`src/rtl/i2c_slv_pkg.sv`:
```
package i2c_slv_pkg;
    typedef enum logic [2:0] {
        ST_IDLE,
        ST_ADDR,
        ST_ADDR_ACK,
        ST_RX_DATA,
        ST_RX_ACK,
        ST_TX_DATA,
        ST_TX_ACK,
        ST_IGNORE
    } slv_state_t;
endpackage

```
`src/rtl/i2c_line_sync.sv`:
```
module i2c_line_sync #(
    parameter int STAGES = 2
) (
    input  logic clk,
    input  logic rst_n,
    input  logic scl_raw,
    input  logic sda_raw,
    output logic scl_s,
    output logic sda_s,
    output logic scl_rise,
    output logic scl_fall,
    output logic start_c,
    output logic stop_c
);
    localparam int LINES = 2;

    logic [LINES-1:0]  raw_bus;
    logic [STAGES-1:0] chain [LINES];
    logic [LINES-1:0]  cur;
    logic [LINES-1:0]  prev;

    assign raw_bus = {sda_raw, scl_raw};

    for (genvar g = 0; g < LINES; g++) begin : g_line
        always_ff @(posedge clk or negedge rst_n) begin
            if (!rst_n) begin
                chain[g] <= '1;
                prev[g]  <= 1'b1;
            end else begin
                chain[g] <= {chain[g][STAGES-2:0], raw_bus[g]};
                prev[g]  <= chain[g][STAGES-1];
            end
        end
        assign cur[g] = chain[g][STAGES-1];
    end

    assign scl_s    = cur[0];
    assign sda_s    = cur[1];
    assign scl_rise = cur[0] & ~prev[0];
    assign scl_fall = ~cur[0] & prev[0];
    assign start_c  = cur[0] & prev[0] & prev[1] & ~cur[1];
    assign stop_c   = cur[0] & prev[0] & ~prev[1] & cur[1];
endmodule

```
`src/rtl/i2c_slv_fsm.sv`:
```
module i2c_slv_fsm
    import i2c_slv_pkg::*;
#(
    parameter int ADDR_W = 7,
    parameter int DATA_W = 8
) (
    input  logic              clk,
    input  logic              rst_n,
    input  logic              sda_s,
    input  logic              scl_rise,
    input  logic              scl_fall,
    input  logic              start_c,
    input  logic              stop_c,
    input  logic [ADDR_W-1:0] own_addr,
    input  logic [DATA_W-1:0] tx_byte,
    output logic              sda_pull,
    output logic              addressed,
    output logic              transmitting,
    output logic              bus_busy,
    output logic [DATA_W-1:0] rx_data
);
    localparam int CNT_W = $clog2(DATA_W + 1);
    localparam logic [CNT_W-1:0] LAST_BIT = CNT_W'(DATA_W);

    slv_state_t        st, st_nx;
    logic [CNT_W-1:0]  cnt;
    logic [DATA_W-1:0] shreg;
    logic [DATA_W-1:0] txsh;
    logic              ack_ok;
    logic              byte_end;
    logic              match;

    assign byte_end = scl_fall && (cnt == LAST_BIT);
    assign match    = (shreg[DATA_W-1 -: ADDR_W] == own_addr);
    assign rx_data  = shreg;

    // state register
    always_ff @(posedge clk or negedge rst_n) begin
        if (!rst_n) st <= ST_IDLE;
        else        st <= st_nx;
    end

    always_comb begin
        st_nx = st;
        if (start_c) begin
            st_nx = ST_ADDR;
        end else if (stop_c) begin
            st_nx = ST_IDLE;
        end else begin
            unique case (st)
                ST_IDLE:     st_nx = ST_IDLE;
                ST_ADDR:     if (byte_end) st_nx = match ? ST_ADDR_ACK : ST_IGNORE;
                ST_ADDR_ACK: if (scl_fall) st_nx = transmitting ? ST_TX_DATA : ST_RX_DATA;
                ST_RX_DATA:  if (byte_end) st_nx = ST_RX_ACK;
                ST_RX_ACK:   if (scl_fall) st_nx = ST_RX_DATA;
                ST_TX_DATA:  if (byte_end) st_nx = ST_TX_ACK;
                ST_TX_ACK:   if (scl_fall) st_nx = ack_ok ? ST_TX_DATA : ST_IGNORE;
                ST_IGNORE:   st_nx = ST_IGNORE;
                default:     st_nx = ST_IDLE;
            endcase
        end
    end

    // outputs and datapath
    always_ff @(posedge clk or negedge rst_n) begin
        if (!rst_n) begin
            cnt          <= '0;
            shreg        <= '0;
            txsh         <= '0;
            ack_ok       <= 1'b0;
            sda_pull     <= 1'b0;
            addressed    <= 1'b0;
            transmitting <= 1'b0;
            bus_busy     <= 1'b0;
        end else if (start_c) begin
            cnt          <= '0;
            sda_pull     <= 1'b0;
            addressed    <= 1'b0;
            transmitting <= 1'b0;
            bus_busy     <= 1'b1;
        end else if (stop_c) begin
            cnt          <= '0;
            sda_pull     <= 1'b0;
            addressed    <= 1'b0;
            transmitting <= 1'b0;
            bus_busy     <= 1'b0;
        end else begin
            unique case (st)
                ST_ADDR, ST_RX_DATA: begin
                    if (scl_rise) begin
                        shreg <= {shreg[DATA_W-2:0], sda_s};
                        cnt   <= cnt + 1'b1;
                    end
                    if (byte_end) begin
                        cnt <= '0;
                        if (st == ST_RX_DATA) begin
                            sda_pull <= 1'b1;
                        end else if (match) begin
                            addressed    <= 1'b1;
                            transmitting <= shreg[0];
                            sda_pull     <= 1'b1;
                        end
                    end
                end
                ST_ADDR_ACK: begin
                    if (scl_fall) begin
                        cnt <= '0;
                        if (transmitting) begin
                            txsh     <= tx_byte;
                            sda_pull <= ~tx_byte[DATA_W-1];
                        end else begin
                            sda_pull <= 1'b0;
                        end
                    end
                end
                ST_RX_ACK: begin
                    if (scl_fall) sda_pull <= 1'b0;
                end
                ST_TX_DATA: begin
                    if (scl_rise) cnt <= cnt + 1'b1;
                    if (byte_end) begin
                        cnt      <= '0;
                        sda_pull <= 1'b0;
                    end else if (scl_fall) begin
                        txsh     <= txsh << 1;
                        sda_pull <= ~txsh[DATA_W-2];
                    end
                end
                ST_TX_ACK: begin
                    if (scl_rise) ack_ok <= ~sda_s;
                    if (scl_fall) begin
                        cnt <= '0;
                        if (ack_ok) begin
                            txsh     <= tx_byte;
                            sda_pull <= ~tx_byte[DATA_W-1];
                        end else begin
                            sda_pull <= 1'b0;
                        end
                    end
                end
                default: begin
                end
            endcase
        end
    end
endmodule

```
`src/rtl/i2c_addr_slave.sv`:
```
module i2c_addr_slave #(
    parameter int ADDR_W      = 7,
    parameter int DATA_W      = 8,
    parameter int SYNC_STAGES = 2
) (
    input  logic              clk,
    input  logic              rst_n,
    input  logic              scl_in,
    input  logic              sda_in,
    input  logic [ADDR_W-1:0] own_addr,
    input  logic [DATA_W-1:0] tx_byte,
    output logic              sda_pull,
    output logic              addressed,
    output logic              transmitting,
    output logic              bus_busy,
    output logic [DATA_W-1:0] rx_data
);
    logic scl_s, sda_s, scl_rise, scl_fall, start_c, stop_c;

    i2c_line_sync #(.STAGES(SYNC_STAGES)) u_sync (
        .clk      (clk),
        .rst_n    (rst_n),
        .scl_raw  (scl_in),
        .sda_raw  (sda_in),
        .scl_s    (scl_s),
        .sda_s    (sda_s),
        .scl_rise (scl_rise),
        .scl_fall (scl_fall),
        .start_c  (start_c),
        .stop_c   (stop_c)
    );

    i2c_slv_fsm #(.ADDR_W(ADDR_W), .DATA_W(DATA_W)) u_fsm (
        .clk          (clk),
        .rst_n        (rst_n),
        .sda_s        (sda_s),
        .scl_rise     (scl_rise),
        .scl_fall     (scl_fall),
        .start_c      (start_c),
        .stop_c       (stop_c),
        .own_addr     (own_addr),
        .tx_byte      (tx_byte),
        .sda_pull     (sda_pull),
        .addressed    (addressed),
        .transmitting (transmitting),
        .bus_busy     (bus_busy),
        .rx_data      (rx_data)
    );
endmodule

```
`config.mk`:
```
export PLATFORM = sky130hd
export DESIGN_NAME = i2c_addr_slave
export DESIGN_NICKNAME = d
export VERILOG_FILES = /design/src/rtl/i2c_slv_pkg.sv /design/src/rtl/i2c_line_sync.sv /design/src/rtl/i2c_slv_fsm.sv /design/src/rtl/i2c_addr_slave.sv
export SDC_FILE = /design/constraint.sdc
export NUM_CORES = 1
export LEC_CHECK = 0
export CORE_UTILIZATION = 55
export CTS_CLUSTER_SIZE = 12
export DETAILED_ROUTE_END_ITERATION = 7
export GPL_ROUTABILITY_DRIVEN = 0
export PLACE_DENSITY = 0.86
export SYNTH_ARGS = -nofsm -noshare
export SYNTH_HDL_FRONTEND = slang
export SYNTH_SLANG_ARGS = --single-unit
```
`constraint.sdc`:
```
create_clock -name clk -period 5 [get_ports clk]
set_clock_uncertainty 0.05 [all_clocks]
set_input_delay 0.75 -clock clk [delete_from_list [all_inputs] [get_ports clk]]
set_output_delay 0.75 -clock clk [all_outputs]
set_load 0.02 [all_outputs]
```
==> impl_results.md, run 1 <==
* Fillers at 251
* Period utilization at 45.3%
* Status: complete, no violations
* CP arrival at between 1 and 1.5 ns
* P_int at between 0.5 and 0.6 mW
* Final min period at 2.27 ns
* Top cell type's share of synthesized area at 37.2%
* DRC violations left at 0
* WS Path Type: flip-flop to primary output
* # rows at 20
* ANT cells at 0
* Clock Latency Late Sink at about 0.33 ns
* Layout cells sized above 1 at 11.0%
* Worst R2R Start: u_fsm.st[0]$_DFFE_PN0P_
* Combinational Power Share at 40.8%
* CORE AREA at between 0.003 and 0.004 mm2
* Clock-pin slew on the worst setup and hold paths at 0.10 ns
* Overall die width at 59.5 um
* Cells after Synth at 180
* Max_slew headroom at 67.2%
* Max-cap violations at 0
* Clock tree root driver cell: clkbuf_4
* Vias in the first global route at 1316
* Syn nets at 201
* DRT Pass-1 Iters at 4
* Initial Utilization at 58.6%
* Library cells used by synthesis at 47
* Stages on worst setup path at 1
* Worst setup SP type: flip-flop
* First-pass GRT wire length at between 6 and 7 mm
* CP delay by family, top: buffers and inverters
* Post_cts resized at 0
* Top_reg_cell synth: dfrtp_1
* Achievable frequency at 0.441 GHz
* Largest fanout on the critical path at 6
* CTS tree: done
* Initial antenna violation count at 0
* Die area at 0.00354 mm2
* Max incr delay on CP at 0.65 ns
* Post-DP HPWL at 2.72 mm
* Sw Share at 39.1%
* Maximum vdd drop at between 300 and 400 uV
* Worst path bufs/invs at 1
* CTS Buf Count at 5
* Setup Viol. Count Final at 0
* Depth of the worst register-to-register path at 5
* Leakage power at 0.944 nW
* GRT overflow at 0
* Switching Power at 0.378 mW
* Final hold vios at 0
* Setup WS post-layout at 2.73 ns
* Reg2reg setup slack at 2.91 ns
* Placed Area at 0.00213 mm2
* RR Endpoint: u_fsm.txsh[0]$_DFFE_PN0P_
* FF+latch count, synth at 33
* Seq/Total Area, Yosys at 45.8%
* Synth area leader: dfrtp_1
* Sequential Power Share at 44.5%
* Post-route setup TNS at 0 ns
* Power Dens Cells at 443 mW/mm2
* Synth cell count leaders: 27 x dfrtp_1, 19 x nand2_1, 15 x nor2_1
* Routed Antenna Nets at 0
* Drt total wl at 3.65 mm
* Setup crit end: transmitting
* Worst setup path start: u_fsm.transmitting$_DFFE_PN0P_
* Post-CTS Setup Repair Bufs at 0
* Largest net degree at the start of global routing at 34
* Syn Area/Cell at around 10 um2
* Drt wl/cell at 14.4 um
* Yosys warns at 0
* RSZ-0062 raised after global routing: no
* Slowest cell on the critical path: clkdlybuf4s50_1
* Asr flop ratio synth at 100%
* Top Ports at 31
* PortBufs at 30
* Top-count cell post-synth: dfrtp_1
* CP Cell Sequence: clkdlybuf4s50_1
* Clock H-tree levels at 2
* Clk pwr share at 14.7%
* Final Net Count at 230
* DR iter-0 viols at 78
* Fin area at 0.00218 mm2
* Via count at 1408
* Worst-Margin Slew at 0.491 ns
* Critical path data required time at 4.20 ns
* Area delta synth->final at 20.0%
* Max Root-Sink Buffers at 2
* Setup WS pre-CTS at between 2 and 3 ns
* GRT Overall Usage at between 20% and 30%
* Worst Setup End Kind: primary output
* Mapped cell area at roughly 0.0018 mm2
* Hold WC Path Type: flip-flop to flip-flop
* Ranking of synthesized cells by area: dfrtp_1 37%, dfstp_2 8.7%, mux2i_1 5.5%
* Vias per inst at 5.54
* TritonCTS Sinks at 33
* Post-synth EDFFs at 0
* # hold bufs at CTS at 0
* Pins Over Slew Limit at 0
* Die Y at 59.5 um
-- kinds of logic (layout without fill, tap and decap cells) --
| kind of cell | Yosys count | count (layout) | share of synthesized area (%) |
|---|---|---|---|
| AND/OR/NAND/NOR | 63 | 63 | 18.4 |
| AO/OA/AOI/OAI | 40 | 40 | 14.8 |
| flip-flops | 33 | 33 | 45.8 |
| multiplexers | 18 | 18 | 10.5 |
| buffers and inverters | 14 | 44 | 3.85 |
| XOR/XNOR | 10 | 10 | 5.23 |
| adder cells (fa/ha/maj) | 2 | 2 | 1.38 |
-- power groups by stage --
stage	Sequential, mW	Clock (mW)	Combinational (mW)
global placement	0.427	0	0.377
detailed placement	0.436	0	0.394
floorplan	0.433	0	0.247
global route	0.441	0.160	0.427
CTS	0.429	0.149	0.396
finish	0.429	0.142	0.394
-- per-stage QoR --
stage                     hold WS, ns  power (mW)  utilization, %  std cells
after global routing            0.318        1.03            70.3        254
after CTS                       0.312       0.975            70.3        254
after global placement          0.296       0.804            68.6        246
after floorplan                 0.295       0.680               -        180
final                           0.311       0.965            70.3        254
after detailed placement        0.298       0.829            68.6        246
-- per-layer routing --
layer	GRT usage, %	wire, um	share of wire, %
met1	31.0	1600	44
met5	0	0	0
met4	7.97	34	0.93
met2	36.6	1850	51
met3	5.46	164	4.5
-- how the worst min path moves through the flow --
stage                              start                endpoint  slack, ns  cells past startpoint
2_1_floorplan  u_sync.chain[2]$_DFF_PN1_  u_sync.scl_s$_DFF_PN1_       0.30                      0
6_report       u_sync.chain[2]$_DFF_PN1_  u_sync.scl_s$_DFF_PN1_       0.31                      0
4_1_cts        u_sync.chain[2]$_DFF_PN1_  u_sync.scl_s$_DFF_PN1_       0.31                      0
3_3_place_gp   u_sync.chain[2]$_DFF_PN1_  u_sync.scl_s$_DFF_PN1_       0.30                      0
5_1_grt        u_sync.chain[0]$_DFF_PN1_  u_sync.sda_s$_DFF_PN1_       0.32                      0
3_5_place_dp   u_sync.chain[2]$_DFF_PN1_  u_sync.scl_s$_DFF_PN1_       0.30                      0
-- sequential cells by signal, indices dropped and copies added, names as in the netlist --
register and flops:
u_fsm.addressed 1, u_fsm.bus_busy 1, u_sync.chain 2, u_sync.scl_s 1
u_sync.sda_s 1, u_fsm.sda_pull 1, u_fsm.rx_data 8, u_fsm.transmitting 1
u_fsm.st 3, u_fsm.txsh 7, u_sync.prev 2, u_fsm.ack_ok 1
u_fsm.cnt 4
-- layout by cell type, fill, tap and decap left out, types with 2 or more instances in the layout --
master,instances
inv_1,4
nand3b_1,3
nand2_1,19
o21ai_0,5
nor2_1,15
a21oi_1,5
o21ai_1,12
nand2b_1,4
mux2i_1,10
dfstp_2,6
dfrtp_1,27
mux2_1,8
nor2b_1,2
clkinv_2,2
xnor2_1,8
o31ai_1,2
clkdlybuf4s50_1,30
clkbuf_4,5
ha_1,2
nor2_4,2
nand3_1,8
o21bai_1,2
nor3_1,3
-- cell type report --
| class | instances | area [um2] | area share [%] |
|---|---|---|---|
| clock inverter | 2 | 10.0 | 0.459 |
| timing repair buffer | 31 | 308 | 14.1 |
| sequential | 33 | 833 | 38.2 |
| multi-input combinational | 133 | 915 | 41.9 |
| tap | 44 | 55.1 | 2.52 |
| clock buffer | 6 | 41.3 | 1.89 |
| inverter | 5 | 18.8 | 0.861 |
No activity file was read; power rests on OpenSTA's default activity.
==> run 2: changes to the inputs <==
--- a/config.mk
+++ b/config.mk
@@ -5,11 +5,11 @@
 export SDC_FILE = /design/constraint.sdc
 export NUM_CORES = 1
 export LEC_CHECK = 0
-export CORE_UTILIZATION = 55
+export CORE_UTILIZATION = 47
 export CTS_CLUSTER_SIZE = 12
 export DETAILED_ROUTE_END_ITERATION = 7
 export GPL_ROUTABILITY_DRIVEN = 0
-export PLACE_DENSITY = 0.86
+export PLACE_DENSITY = 0.79
 export SYNTH_ARGS = -nofsm -noshare
 export SYNTH_HDL_FRONTEND = slang
 export SYNTH_SLANG_ARGS = --single-unit
==> constraint.sdc (replaced) <==
create_clock -name clk -period 2 [get_ports clk]
set_clock_uncertainty 0.05 [all_clocks]
set_input_delay 0.3 -clock clk [delete_from_list [all_inputs] [get_ports clk]]
set_output_delay 0.3 -clock clk [all_outputs]
set_load 0.02 [all_outputs]
==> run 2 against run 1 <==
Worst hold slack got worse by 0.0028 ns; worst setup slack got worse by 2.5 ns; design area increased by 3.8%; combinational power increased by 150%; cell count increased by 2.0%; count of clock-buffer cells in the layout unchanged; die area increased by 16%; utilization decreased by 8.9 points; flip-flop and latch count unchanged.
==> impl_results.md, run 2 (synthesized netlist as in run 1, its figures left out) <==
* Status: complete, no violations
* Leakage power at 0.973 nW
* GRT overflow at 0
* PortBufs at 30
* Max-cap violations at 0
* Maximum vdd drop at 792 uV
* Sw Share at 35.6%
* Post-route setup TNS at 0 ns
* Worst path bufs/invs at 0
* Most frequent cells in the layout: 30 x clkdlybuf4s50_1, 26 x dfrtp_1, 19 x nand2_1
* Critical path data required time at approximately 2.1 ns
* TritonCTS Sinks at 33
* Area delta synth->final at 24.5%
* CP arrival at 1.90 ns
* Top Ports at 31
* Placed Area at 0.00214 mm2
* Power Dens Cells at approximately 1200 mW/mm2
* P_int at 1.74 mW
* CP delay by family, top: simple AND/OR/NAND/NOR gates
* Period utilization at around nine tenths
* Commonest non-fill, non-tap cell in the layout: clkdlybuf4s50_1
* Fin area at between 0.002 and 0.0025 mm2
* Clock Latency Late Sink at 0.28 ns
* Final hold vios at 0
* Depth of the worst register-to-register path at 5
* CTS tree: done
* Multi-input logic area at 915 um2
* GRT Overall Usage at 20.2%
* Vias in the first global route at 1391
* Worst hold slack at 0.308 ns
* Clock tree root driver cell: clkbuf_8
* Die Y at 64.2 um
* Worst setup SP type: flip-flop
* Final total power at 2.70 mW
* Clock H-tree levels at 2
* Post-DP HPWL at 2.66 mm
* Overall die width at 64.2 um
* Final Net Count at 231
* Fillers at 320
* CP dominant cell by count: nand2_1
* Worst Setup End Kind: flip-flop
* # rows at 22
* RSZ-0062 raised after global routing: no
* Via count at 1408
* Initial Utilization at 49.3%
* Hold WC Path Type: flip-flop to flip-flop
* ANT cells at 0
* Worst-Margin Slew at about 0.47 ns
* Drt total wl at 3.69 mm
* Worst setup path start: u_fsm.st[0]$_DFFE_PN0P_
* Combinational Power Share at between 30 and 40%
* Worst R2R Start: u_fsm.st[0]$_DFFE_PN0P_
* CTS Buf Count at 5
* Pins Over Slew Limit at 0
* Drt wl/cell at between 10 and 15 um
* Routed Antenna Nets at 0
* Vias per inst at 5.44
* Die area at between 0.004 and 0.005 mm2
* Layout cells sized above 1 at roughly 12%
* Largest fanout on the critical path at 17
* # hold bufs at CTS at 0
* Clock-pin slew on the worst setup and hold paths at around 0.070 ns
* Stages on worst setup path at 5
* Hold path start: u_sync.chain[0]$_DFF_PN1_
* DRC violations left at 0
* Achievable frequency at 0.557 GHz
* First-pass GRT wire length at 6.29 mm
* CP Cell Sequence: nand2b_1, o22ai_1, nand2_1, nand2_1, o21ai_1
* Layout Cells excl Fill at 259
* Max reg flops at 8
* Max Root-Sink Buffers at 2
* CORE AREA at roughly 0.0037 mm2
* Final min period at 1.79 ns
* DRT Pass-1 Iters at 4
* Sequential cell area at 835 um2
* DR iter-0 viols at 83
* Slowest cell on the critical path: dfrtp_1
* Switching Power at roughly 0.96 mW
* Largest net degree at the start of global routing at 34
* Placed Cells at 251
* Max incr delay on CP at 0.55 ns
* Hold Path Depth at 0
* Initial antenna violation count at 0
* WS Path Type: flip-flop to flip-flop
* Setup Viol. Count Final at 0
* Sequential Power Share at 39.7%
* Clk pwr share at 24.0%
* Max_slew headroom at 68.5%
run 2: cell types whose count changed in the layout (fill, tap and decap cells not counted):
| cell | delta |
|---|---|
| buf_4 | +1 |
| bufinv_16 | +1 |
| clkbuf_1 | -1 |
| clkbuf_4 | -5 |
| clkbuf_8 | +6 |
| clkinv_2 | -2 |
| clkinvlp_4 | +1 |
| dfrtp_1 | -1 |
| dfrtp_2 | +1 |
run 2: routing by layer:
metal / part of all wire, % / track usage, % / vias up
li1: - / - / 692
met1: 47 / 26.1 / 686
met2: 48 / 33.4 / 25
met3: 4.0 / 4.82 / 5
met4: 1.2 / 6.67 / 0
met5: 0 / 0 / -
run 2: through the flow:
stage / util, % / setup slack [ns]
floorplan: - / 0.396
global placement: 58.1 / 0.175
CTS: 61.3 / 0.190
global route: 61.4 / 0.0160
detailed placement: 58.1 / 0.111
finish: 61.4 / 0.206
run 2: what timing repair did:
action,CTS,global route
setup endpoints to repair,0,1
setup buffers,0,0
gates resized for setup,0,1
run 2: final cells by class:
type / count / area share, %
timing repair buffer: 32 / 13.9
tap: 48 / 2.65
multi-input combinational: 133 / 40.4
clock inverter: 2 / 1.66
inverter: 5 / 0.829
sequential: 33 / 36.9
clock buffer: 6 / 3.65
run 2: worst paths after layout:
path | end | slack (ns)
setup / recovery | u_fsm.txsh[2]$_DFFE_PN0P_ | 0.21
hold / removal | u_sync.sda_s$_DFF_PN1_ | 0.31
setup reg to reg | u_fsm.txsh[2]$_DFFE_PN0P_ | 0.21
hold reg to reg | u_sync.sda_s$_DFF_PN1_ | 0.31
max in group asynchronous | u_sync.prev[1]$_DFF_PN1_ | 1.19
min in group asynchronous | u_fsm.cnt[2]$_DFFE_PN0P_ | 0.36
run 2: power groups by stage:
| stage | Sequential (mW) | Combinational [mW] | Clock, mW |
|---|---|---|---|
| after floorplan | 1.08 | 0.617 | 0 |
| after global placement | 1.08 | 0.963 | 0 |
| after detailed placement | 1.08 | 0.982 | 0 |
| after CTS | 1.07 | 0.991 | 0.661 |
| after global routing | 1.11 | 1.08 | 0.684 |
| final | 1.07 | 0.981 | 0.650 |
==> run 3: changes to the inputs <==
--- a/config.mk
+++ b/config.mk
@@ -9,7 +9,8 @@
 export CTS_CLUSTER_SIZE = 12
 export DETAILED_ROUTE_END_ITERATION = 7
 export GPL_ROUTABILITY_DRIVEN = 0
-export PLACE_DENSITY = 0.79
+export PLACE_DENSITY = 0.71
+export SETUP_SLACK_MARGIN = 0.3
 export SYNTH_ARGS = -nofsm -noshare
 export SYNTH_HDL_FRONTEND = slang
 export SYNTH_SLANG_ARGS = --single-unit
==> run 3 against run 2 <==
Maximum frequency grew 8.5%; highest routed layer unchanged; combinational power grew 10%; largest power group is now combinational logic; cell count grew 5.4%; design area grew 4.9%.
==> impl_results.md, run 3 (synthesized netlist as in run 1, its figures left out) <==
* Status: complete, no violations
* Top Layer Used: met4
* Max_slew headroom at 64.3%
* CORE AREA at 0.00369 mm2
* Multi-input logic area at around 950 um2
* DRC violations left at 0
* CTS Buf Count at 5
* Clock-pin slew on the worst setup and hold paths at roughly 0.06 ns
* Max-cap violations at 0
* Reg2reg setup slack at 0.35 ns
* Clock H-tree levels at 2
* Met1 Wirelength at 1.81 mm
* Routed Antenna Nets at 0
* Metal2 WL at between 2 and 2.5 mm
* CP arrival at between 1 and 1.5 ns
* Worst path bufs/invs at 1
* Setup WS pre-CTS at 0.153 ns
* Clock Latency Late Sink at 0.29 ns
* Sequential cell area at about 840 um2
* Die area at approximately 0.0041 mm2
* Hold Path End: u_sync.sda_s$_DFF_PN1_
* Worst-Margin Slew at 0.531 ns
* RSZ-0062 raised after global routing: yes
* # rows at 22
* First-pass GRT wire length at 6.94 mm
* Final min period at 1.65 ns
* Post-DP HPWL at 2.79 mm
* RR Endpoint: u_fsm.st[2]$_DFFE_PN0P_
* Power Dens Cells at 1110 mW/mm2
* Final total power at 2.63 mW
* Vias in the first global route at 1524
* Max Root-Sink Buffers at 2
* Drt wl/cell at 15.8 um
* Worst Setup End Kind: primary output
* ANT cells at 0
* Slowest cell on the critical path: clkdlybuf4s50_1
* Achievable frequency at between 0.6 and 0.7 GHz
* Final hold vios at 0
* Leakage power at 1.08 nW
* GRT overflow at 0
* Hold WC Path Type: flip-flop to flip-flop
* Overall die width at between 60 and 70 um
* GRT Overall Usage at 22.2%
* Worst R2R Start: u_sync.scl_s$_DFF_PN1_
* Initial Utilization at 49.3%
* Maximum vdd drop at 751 uV
* Top Ports at 31
* CTS tree: done
* PortBufs at 30
* Vias per inst at 5.62
* Largest fanout on the critical path at 4
* Final Net Count at 245
* Pins Over Slew Limit at 0
* DR WL met3 at between 200 and 300 um
* DR iter-0 viols at 86
* Critical path data required time at between 1.5 and 2 ns
* Largest net degree at the start of global routing at 34
* Fin area at 0.00237 mm2
* DRT Pass-1 Iters at 4
* Max reg flops at 8
* Placed Area at 0.00214 mm2
* CP delay by family, top: buffers and inverters
* Worst setup SP type: flip-flop
* Max incr delay on CP at 0.62 ns
* Depth of the worst register-to-register path at 5
* Hold path start: u_sync.chain[0]$_DFF_PN1_
* Setup WS post-layout at 0.346 ns
* Drt total wl at 4.31 mm
* Area delta synth->final at 30.6%
* Fillers at 311
* Die Y at about 64 um
* TritonCTS Sinks at 33
* Period utilization at 82.7%
* WS Path Type: flip-flop to primary output
* Layout cells sized above 1 at a little over a fifth
* Clock tree root driver cell: clkbuf_8
* Setup Viol. Count Final at 0
* Most frequent cells in the layout: 24 x clkdlybuf4s50_1, 24 x dfrtp_1, 18 x nand2_1
* Via count at around 1500
* Hold Path Depth at 0
* CP Cell Sequence: clkdlybuf4s50_1
* Initial antenna violation count at 0
* Post-route setup TNS at 0 ns
[run 3: layout make-up]
cell class | instances | share of cell area (%)
well taps | 48 | 2.53
inverters | 5 | 0.791
clock inverters | 2 | 0.422
multi-input cells | 134 | 40.2
repair buffers | 45 | 17.8
clock buffers | 6 | 3.06
flip-flops and latches | 33 | 35.3
[run 3: worst reg2reg max path: stages (launching register included)]
cell and delay (ns):
dfstp_2 0.66, nand2b_1 0.21, nor2_4 0.08, buf_4 0.14, a221o_1 0.28, o211a_1 0.13
[run 3: power breakdown]
group	switching [mW]	total (mW)	internal (mW)
clock network	0.250	0.491	0.241
registers	0.217	1.06	0.843
logic	0.540	1.08	0.542
total	1.01	2.63	1.63
[run 3: worst max-delay path by stage]
stage / end / start / slack, ns / cells past startpoint
4_1_cts: u_fsm.st[0]$_DFFE_PN0P_ / u_sync.sda_s$_DFF_PN1_ / 0.30 / 4
3_3_place_gp: u_fsm.transmitting$_DFFE_PN0P_ / own_addr[0] / 0.17 / 6
6_report: rx_data[5] / u_fsm.rx_data[5]$_DFFE_PN0P_ / 0.35 / 1
2_1_floorplan: u_fsm.transmitting$_DFFE_PN0P_ / u_sync.prev[0]$_DFF_PN1_ / 0.40 / 6
5_1_grt: u_fsm.cnt[3]$_DFFE_PN0P_ / u_sync.sda_s$_DFF_PN1_ / 0.27 / 5
3_5_place_dp: u_fsm.transmitting$_DFFE_PN0P_ / own_addr[6] / 0.15 / 6
[run 3: repair_timing]
| item | CTS | global route |
|---|---|---|
| setup endpoints to repair | 14 | 29 |
| setup buffers | 4 | 9 |
| hold buffers | 0 | 0 |
| gates resized for setup | 4 | 13 |
| gates cloned | 0 | 1 |
| endpoints found under the hold margin | 0 | 0 |
| pin swaps | 1 | 5 |
[run 3: per-stage QoR]
stage / std cells / utilization [%] / hold WS (ns)
after floorplan: 180 / - / -0.0456
after global placement: 251 / 58.1 / 0.296
after CTS: 263 / 61.2 / 0.307
final: 273 / 64.3 / 0.306
after global routing: 273 / 64.3 / 0.314
after detailed placement: 251 / 58.1 / 0.297
[run 3: metal layers]
layer	up-vias	GRT usage (%)
li1	727	-
met1	736	27.3
met2	54	36.3
met3	18	5.89
met4	0	9.72
met5	-	0
